## config.mk

```make
export PLATFORM = sky130hd
export DESIGN_NAME = bus_slot_gen
export DESIGN_NICKNAME = d
export VERILOG_FILES = /design/src/rtl/slot_pkg.sv /design/src/rtl/slot_us_tick.sv /design/src/rtl/slot_line_sync.sv /design/src/rtl/slot_us_counter.sv /design/src/rtl/bus_slot_gen.sv
export SDC_FILE = /design/constraint.sdc
export NUM_CORES = 1
export LEC_CHECK = 0
export CORE_AREA = 2 2 55 57
export CTS_BUF_LIST = sky130_fd_sc_hd__clkbuf_4
export CTS_CLUSTER_DIAMETER = 120
export CTS_CLUSTER_SIZE = 12
export DETAILED_ROUTE_END_ITERATION = 8
export DIE_AREA = 0 0 57 59
export HOLD_SLACK_MARGIN = 0.02
export PLACE_DENSITY = 0.73
export RECOVER_POWER = 50
export REMOVE_ABC_BUFFERS = 1
export SLEW_MARGIN = 20
export SYNTH_ARGS = -nofsm -noshare
export SYNTH_HDL_FRONTEND = slang
export SYNTH_SLANG_ARGS = --single-unit
```

## constraint.sdc

```tcl
create_clock -name clk -period 1.8 [get_ports clk]
set_clock_uncertainty 0.05 [all_clocks]
set_input_delay 0.27 -clock clk [delete_from_list [all_inputs] [get_ports clk]]
set_output_delay 0.27 -clock clk [all_outputs]
set_load 0.05 [all_outputs]
```

## src/rtl/slot_pkg.sv

```systemverilog
package slot_pkg;

    typedef enum logic [1:0] {
        CMD_RESET = 2'b00,
        CMD_READ  = 2'b01,
        CMD_WR0   = 2'b10,
        CMD_WR1   = 2'b11
    } slot_cmd_e;

    typedef enum logic [2:0] {
        ST_IDLE,
        ST_RST_LOW,
        ST_RST_REL,
        ST_SLOT_LOW,
        ST_SLOT_REL
    } slot_state_e;

    function automatic int unsigned umax(input int unsigned a, input int unsigned b);
        return (a > b) ? a : b;
    endfunction

endpackage

```

## src/rtl/slot_us_tick.sv

```systemverilog
// Microsecond tick prescaler; realigned when a slot is accepted.
module slot_us_tick #(
    parameter int unsigned CLKS_PER_US = 4
) (
    input  logic clk,
    input  logic rst_n,
    input  logic align,
    output logic tick
);
    localparam int unsigned PW = (CLKS_PER_US > 1) ? $clog2(CLKS_PER_US) : 1;
    localparam logic [PW-1:0] LAST = PW'(CLKS_PER_US - 1);

    logic [PW-1:0] div_q;

    always_ff @(posedge clk or negedge rst_n) begin
        if (!rst_n)
            div_q <= '0;
        else if (align || div_q == LAST)
            div_q <= '0;
        else
            div_q <= div_q + 1'b1;
    end

    assign tick = (div_q == LAST);
endmodule

```

## src/rtl/slot_line_sync.sv

```systemverilog
// Synchroniser chain for the bus input; idle level is high.
module slot_line_sync #(
    parameter int unsigned STAGES = 2
) (
    input  logic clk,
    input  logic rst_n,
    input  logic line_in,
    output logic line_out
);
    logic [STAGES-1:0] stg_q;

    for (genvar i = 0; i < STAGES; i++) begin : g_stage
        if (i == 0) begin : g_first
            always_ff @(posedge clk or negedge rst_n) begin
                if (!rst_n) stg_q[0] <= 1'b1;
                else        stg_q[0] <= line_in;
            end
        end else begin : g_next
            always_ff @(posedge clk or negedge rst_n) begin
                if (!rst_n) stg_q[i] <= 1'b1;
                else        stg_q[i] <= stg_q[i-1];
            end
        end
    end

    assign line_out = stg_q[STAGES-1];
endmodule

```

## src/rtl/slot_us_counter.sv

```systemverilog
// Microsecond phase counter, advancing on the tick only.
module slot_us_counter #(
    parameter int unsigned W = 10
) (
    input  logic         clk,
    input  logic         rst_n,
    input  logic         clear,
    input  logic         tick,
    output logic [W-1:0] count
);
    always_ff @(posedge clk or negedge rst_n) begin
        if (!rst_n)
            count <= '0;
        else if (clear)
            count <= '0;
        else if (tick)
            count <= count + 1'b1;
    end
endmodule

```

## src/rtl/bus_slot_gen.sv

```systemverilog
module bus_slot_gen
    import slot_pkg::*;
#(
    parameter int unsigned CLKS_PER_US   = 50,
    parameter int unsigned RST_LOW_US    = 512,
    parameter int unsigned RST_SAMPLE_US = 80,
    parameter int unsigned RST_REL_US    = 512,
    parameter int unsigned WR0_LOW_US    = 80,
    parameter int unsigned WR1_LOW_US    = 8,
    parameter int unsigned RD_LOW_US     = 2,
    parameter int unsigned RD_SAMPLE_US  = 8,
    parameter int unsigned SLOT_US       = 90,
    parameter int unsigned SYNC_STAGES   = 2
) (
    input  logic       clk,
    input  logic       rst_n,
    input  logic [1:0] cmd,
    input  logic       start,
    input  logic       din,
    output logic       oe,
    output logic       dout,
    output logic       valid,
    output logic       result_bit
);
    localparam int unsigned MAX_US = umax(umax(umax(RST_LOW_US, RST_REL_US), SLOT_US),
                                          umax(RST_SAMPLE_US, RD_SAMPLE_US));
    localparam int unsigned US_W   = $clog2(MAX_US + 1);

    localparam logic [US_W-1:0] LIM_RST_LOW = US_W'(RST_LOW_US - 1);
    localparam logic [US_W-1:0] LIM_RST_REL = US_W'(RST_REL_US - 1);
    localparam logic [US_W-1:0] LIM_RST_SMP = US_W'(RST_SAMPLE_US - 1);
    localparam logic [US_W-1:0] LIM_WR0     = US_W'(WR0_LOW_US - 1);
    localparam logic [US_W-1:0] LIM_WR1     = US_W'(WR1_LOW_US - 1);
    localparam logic [US_W-1:0] LIM_RD_LOW  = US_W'(RD_LOW_US - 1);
    localparam logic [US_W-1:0] LIM_RD_SMP  = US_W'(RD_SAMPLE_US - 1);
    localparam logic [US_W-1:0] LIM_SLOT    = US_W'(SLOT_US - 1);

    slot_state_e     state_q, state_d;
    slot_cmd_e       cmd_q;
    logic            res_q;
    logic            accept;
    logic            tick;
    logic            timer_clear;
    logic [US_W-1:0] us_cnt;
    logic [US_W-1:0] low_lim;
    logic            line_s;
    logic            rst_capture;
    logic            rd_capture;
    logic            slot_busy;

    slot_us_tick #(.CLKS_PER_US(CLKS_PER_US)) u_tick (
        .clk   (clk),
        .rst_n (rst_n),
        .align (accept),
        .tick  (tick)
    );

    slot_us_counter #(.W(US_W)) u_count (
        .clk   (clk),
        .rst_n (rst_n),
        .clear (timer_clear),
        .tick  (tick),
        .count (us_cnt)
    );

    slot_line_sync #(.STAGES(SYNC_STAGES)) u_sync (
        .clk      (clk),
        .rst_n    (rst_n),
        .line_in  (din),
        .line_out (line_s)
    );

    assign accept    = (state_q == ST_IDLE) && start;
    assign slot_busy = (state_q == ST_SLOT_LOW) || (state_q == ST_SLOT_REL);

    // Low-phase length of the latched read/write command
    always_comb begin
        unique case (cmd_q)
            CMD_READ:  low_lim = LIM_RD_LOW;
            CMD_WR0:   low_lim = LIM_WR0;
            CMD_WR1:   low_lim = LIM_WR1;
            default:   low_lim = LIM_RD_LOW;
        endcase
    end

    // Next-state logic
    always_comb begin
        state_d = state_q;
        unique case (state_q)
            ST_IDLE: begin
                if (start) begin
                    if (slot_cmd_e'(cmd) == CMD_RESET) state_d = ST_RST_LOW;
                    else                               state_d = ST_SLOT_LOW;
                end
            end
            ST_RST_LOW:  if (tick && us_cnt == LIM_RST_LOW) state_d = ST_RST_REL;
            ST_RST_REL:  if (tick && us_cnt == LIM_RST_REL) state_d = ST_IDLE;
            ST_SLOT_LOW: if (tick && us_cnt == low_lim)     state_d = ST_SLOT_REL;
            ST_SLOT_REL: if (tick && us_cnt == LIM_SLOT)    state_d = ST_IDLE;
            default:     state_d = ST_IDLE;
        endcase
    end

    assign timer_clear = accept || ((state_q == ST_RST_LOW) && (state_d == ST_RST_REL));
    assign rst_capture = (state_q == ST_RST_REL) && tick && (us_cnt == LIM_RST_SMP);
    assign rd_capture  = slot_busy && (cmd_q == CMD_READ) && tick && (us_cnt == LIM_RD_SMP);

    // State register
    always_ff @(posedge clk or negedge rst_n) begin
        if (!rst_n) state_q <= ST_IDLE;
        else        state_q <= state_d;
    end

    // Command latch and result capture
    always_ff @(posedge clk or negedge rst_n) begin
        if (!rst_n) begin
            cmd_q <= CMD_READ;
            res_q <= 1'b0;
        end else begin
            if (accept)                     cmd_q <= slot_cmd_e'(cmd);
            if (rst_capture || rd_capture)  res_q <= line_s;
        end
    end

    // Outputs
    always_comb begin
        oe    = 1'b0;
        valid = 1'b0;
        unique case (state_q)
            ST_IDLE:     valid = 1'b1;
            ST_RST_LOW:  oe    = 1'b1;
            ST_SLOT_LOW: oe    = 1'b1;
            ST_RST_REL,
            ST_SLOT_REL: oe    = 1'b0;
            default:     valid = 1'b1;
        endcase
    end

    assign dout       = 1'b0;
    assign result_bit = res_q;
endmodule

```

Yosys cells after proc, flatten, opt, wreduce, memory -nomap -nowiden. Cells that the tools add are included.

Register bits after elaboration: 24. Input port bits: 6. Output and inout bits: 4. Word-level logic and storage cells: 55.

$add $sub $neg: 2. Eq/ne operators: 14. Mux-type cells: 13. Reduce and logical (&&, ||, !) cells: 19.

Operator list (number): $eq 10x7->1 const B (2); $mux 10 (2); $mux 3 (5); $pmux 3 s5 (1); $pmux 7 s2 (1); $add 10x1->10 const B (1); $eq 10x10->1 (1); $eq 10x3->1 const B (1); $eq 10x9->1 const B (1); $logic_and 1x1->1 (10); $eq 3x2->1 const B (3); $add 6x1->6 const B (1); $eq 6x6->1 const B (1); $mux 6 (1); $eq 2x2->1 const B (2); $logic_or 1x1->1 (4); $reduce_or 4->1 (1); $eq 3x1->1 const B (1); $eq 3x3->1 const B (1); $logic_not 3->1 (1); $eq 2x1->1 const B (1); $logic_not 2->1 (1); $mux 1 (2); $mux 2 (1); 2 further kinds (2).

Logic depth before layout (Yosys ltp).
Word-level depth: 10. Gate-level depth with buffers: 7. Mapped depth without buffers: 7.

Hierarchy. Synthesis repeated with hierarchy kept, for this count alone.

Cell total of the unflattened synthesis: 128. Area, all modules: 1271.2 um2.

Modules (own cells, without submodules): slot_us_counter (instances 1, cells an instance 47, area each 495.5 um2, sequential area each 250.2 um2); bus_slot_gen (instances 1, cells an instance 53, area each 441.7 um2, sequential area each 151.4 um2); slot_us_tick (instances 1, cells an instance 26, area each 281.5 um2, sequential area each 150.1 um2); slot_line_sync (instances 1, cells an instance 2, area each 52.6 um2, sequential area each 52.6 um2).

Worst setup path after synthesis. OpenSTA, ideal clock, no wires.

Path kind: flip-flop to flip-flop. From: register state_q[2]. To: register res_q (netlist: result_bit). Library setup time: 0.128 ns. Arrival time: 2.164 ns. Data required time: 1.622 ns. Slack: -0.542 ns. Stages on the path, launching flop included: 7. Buffers on the path: 1. Period minus slack after synthesis: 2.342 ns. Cell sequence: dfrtp_1 -> clkbuf_1 -> nor2b_1 -> nand2_1 -> a211oi_1 -> o2111ai_1 -> mux2_1.

Cells in the longest elaborated chain, start to end: 6. Elaborated cells between the ends (all ways): 10. Classes of those cells: eq/ne (3); reduce/logical (7).

RTL lines: from (decl) (RTL line bus_slot_gen.sv:38) `slot_state_e state_q, state_d;`; from (signal assigned) (RTL line bus_slot_gen.sv:111) `else state_q <= state_d;`; $eq 3x2->1 / $eq 3x3->1 (equally long branches) (RTL line bus_slot_gen.sv:74) `assign slot_busy = (state_q == ST_SLOT_LOW) || (state_q == ST_SLOT_REL);`; $logic_or 1x1->1 (RTL line bus_slot_gen.sv:74); $logic_and 1x1->1 (3 in a row) (RTL line bus_slot_gen.sv:106) `assign rd_capture = slot_busy && (cmd_q == CMD_READ) && tick && (us_cnt == LIM_RD_SMP);`; $logic_or 1x1->1 * (RTL line bus_slot_gen.sv:121) `if (rst_capture || rd_capture) res_q <= line_s;`; to (signal assigned) (RTL line bus_slot_gen.sv:121); to (decl) (RTL line bus_slot_gen.sv:40) `logic res_q;`.

Mark *: on every way between the ends. The rest lies on a longest branch, timed or not. A chain may end at the register's enable or synchronous reset.

Worst setup path in the final report.
From: register u_tick.div_q[2]. To: register res_q (netlist: result_bit).

Cells in the longest elaborated chain, start to end: 4. Elaborated cells between the ends (all ways): 6. Classes of those cells: eq/ne (1); reduce/logical (5).

RTL lines: from (decl) (RTL line slot_us_tick.sv:13) `logic [PW-1:0] div_q;`; from (signal assigned) (RTL line slot_us_tick.sv:21) `div_q <= div_q + 1'b1;`; $eq 6x6->1 * (RTL line slot_us_tick.sv:24) `assign tick = (div_q == LAST);`; $logic_and 1x1->1, on equally long branches (2 in a row) (RTL line bus_slot_gen.sv:105, bus_slot_gen.sv:106); $logic_or 1x1->1 * (RTL line bus_slot_gen.sv:121).

Marked as above.

==> flow_summary.toml <==
[grt]
grt_pass1_wl_um = 5550
grt_max_degree = 25
grt_util_all_layers_pct = 21.6
antenna_found_initial = 0
grt-ovfl-total = 0
grt_pass1_vias = 1176

[clock_tree]
cts_root_buffer = "clkbuf_4"
insertion_delay_ns = 0.33
path_clk_slew_ns = 0.14
cts_tree = "built"
postCtsHoldBufs = 0
htree_num_levels = 1
cts_sinks = 24
cts_buffers = 3
clockBufferDepth = 2

[sta]
rsz0062_at_grt = "yes"
finalCritPeriodShare_pct = 104
setup_viol_count_final = 9
min_period_ns = 1.87
hold_viol = 0
fin_ws_ns = -0.0696
report.final.slew_viol_count = 0
worstMarginPinSlew_ns = 1.27
slew_headroom_pct = 15.5
fmax_ghz = 0.535

[yosys]
synth_warnings = 0
yosys_most_used_dff = "dfrtp_1"
synth_async_sr_flop_share_pct = 100
synth_area_per_cell_um2 = 9.59
synth_edf_count = 0
synth_cell_types = 40
ys_ff_latch = 24
syn-cell-area_um2 = 1300
synth.yosys.seq_area_share_pct = 46.4
synth_cells = 136

[place]
dp.cells = 196
dp_hpwl_um = 2300
dpl-instance-area_um2 = 1610
gp_congestion = 0.877
port-buffer-count = 8

[power_and_ir_drop]
p_leak_nw = 0.795
power_density_nw_per_um2 = 469
ir_worst_vdd_mv = 0.389

[layout]
final_area_um2 = 1760
drive_above_1_share_pct = 36.4
final_cell_mix = "buf_4, nor2_1, dfrtp_1"
diodes = 0
fin_nets = 187
fill_cells = 208
area_delta_synth_final_pct = 35.3
instances_no_fill = 207
final_common_cell = "buf_4"

[detailed_routing]
via_count = 1207
firstDrtPassIters = 4
wirelength_um = 3310
drt_iter0_drc = 49
drc = 0
ant_nets = 0
viasPerCell = 5.83
wl_per_cell_um = 16.0

[setup_path]
cp_data_required_time_ns = 1.98
startpoint_type = "flop"
critical_path_class = "flop to flop"
critPathArrivalTime_ns = 2.05
cp_max_fo = 3
endpoint_kind = "flop"

[worst_hold_path]
min_path_type = "flop to flop"

[floorplanning]
die_height_um = 59
dieArea_um2 = 3360
initial_core_util_pct = 48.1
core_um2 = 2710
placementRows = 19
top_level_ports = 10
die_w_um = 57

[run_status]
outcome = "complete, but fails checks"
violations = "negative setup slack"

[run]
maxCapViolCount = 0
## sequential cells by signal (all words and copies together) (netlist names)
signal / count
cmd_q: 2
u_sync.line_out: 1
result_bit: 1
u_count.count: 10
u_tick.div_q: 6
state_q: 3
u_sync.stg_q: 1
## area by class of cell
cell class	count	area [µm²]	share of cell area [%]
clock buffers	3	22.5	1.28
clock inverters	1	3.75	0.213
inverters	4	15.0	0.851
multi-input cells	103	727	41.2
flip-flops and latches	24	608	34.5
well taps	31	38.8	2.20
repair buffers	41	349	19.8
## critical path, stage by stage, from the launching register on
cell and delay, ns:
dfrtp_1 0.42, or3b_1 0.48, nor4_4 0.29, o2111ai_1 0.18, mux2_1 0.36
## Yosys cell counts (2+ instances only)
| library cell | count | area [µm²] |
|---|---|---|
| or4_1 | 2 | 15.0 |
| nor2_1 | 24 | 90.1 |
| nand3_1 | 7 | 35.0 |
| nor3_1 | 2 | 10.0 |
| xor2_1 | 6 | 52.6 |
| buf_4 | 2 | 15.0 |
| xnor2_1 | 8 | 70.1 |
| nand2b_1 | 2 | 12.5 |
| nand4_1 | 4 | 25.0 |
| nor4_1 | 2 | 12.5 |
| a211oi_1 | 2 | 15.0 |
| clkbuf_1 | 2 | 7.51 |
| ha_1 | 4 | 50.1 |
| o2111ai_1 | 3 | 26.3 |
| and4_1 | 2 | 17.5 |
| dfrtp_1 | 21 | 526 |
| inv_1 | 4 | 15.0 |
| and3_1 | 2 | 12.5 |
| nand2_1 | 13 | 48.8 |
| dfstp_2 | 3 | 78.8 |
| o21ai_0 | 2 | 10.0 |
## logic make-up after synthesis
logic type               synth area share (%)
AO/OA/AOI/OAI                            7.49
XOR/XNOR                                 9.41
adder cells (fa/ha/maj)                  3.84
buffers and inverters                    3.26
flip-flops                               46.4
multiplexers                            0.864
other                                   0.288
AND/OR/NAND/NOR                          28.5
## metrics by stage
| step | hold WS, ns | setup TNS (ns) | total power, W | worst slack, ns | utilization, % |
|---|---|---|---|---|---|
| 2_1_floorplan | -0.0756 | -1.80 | 0.000559 | -0.467 | - |
| 3_3_place_gp | 0.295 | -0.176 | 0.000582 | -0.0551 | 59.3 |
| 3_5_place_dp | 0.297 | -0.766 | 0.000583 | -0.144 | 59.3 |
| 4_1_cts | 0.241 | -0.106 | 0.000835 | -0.0649 | 62.9 |
| 5_1_grt | 0.321 | -1.12 | 0.000859 | -0.125 | 65.1 |
| 6_report | 0.315 | -0.239 | 0.000827 | -0.0696 | 65.1 |
## what timing repair did
item,in CTS,in global routing
pin swaps,8,11
resized for setup,10,11
setup buffers,5,3
setup endpoints to repair,12,13
## power by group
group          internal, W  switching (W)
clock            0.0000816       0.000174
sequential        0.000543    0.000000721
combinational   0.00000986      0.0000170
## layer usage
layer / share of wire [%] / routed length (µm) / global-route usage, %
met1: 42 / 1380 / 28.5
met5: 0 / 0 / 0
met3: 4.1 / 137 / 2.40
met4: 3.2 / 106 / 9.63
met2: 51 / 1680 / 36.1
## path summary, 6_finish.rpt
check                                startpoint                to  slack [ns]  cells after the start
worst max-delay path            u_tick.div_q[2]        result_bit       -0.07                      4
max in group asynchronous                 rst_n  u_count.count[3]        0.27                      2
worst min-delay path            u_sync.stg_q[0]   u_sync.line_out        0.32                      0
worst min register to register  u_sync.stg_q[0]   u_sync.line_out        0.32                      0
worst max register to register  u_tick.div_q[2]        result_bit       -0.07                      4
min in group asynchronous                 rst_n        state_q[2]        0.59                      2
No activity file was read; power rests on OpenSTA's default activity.
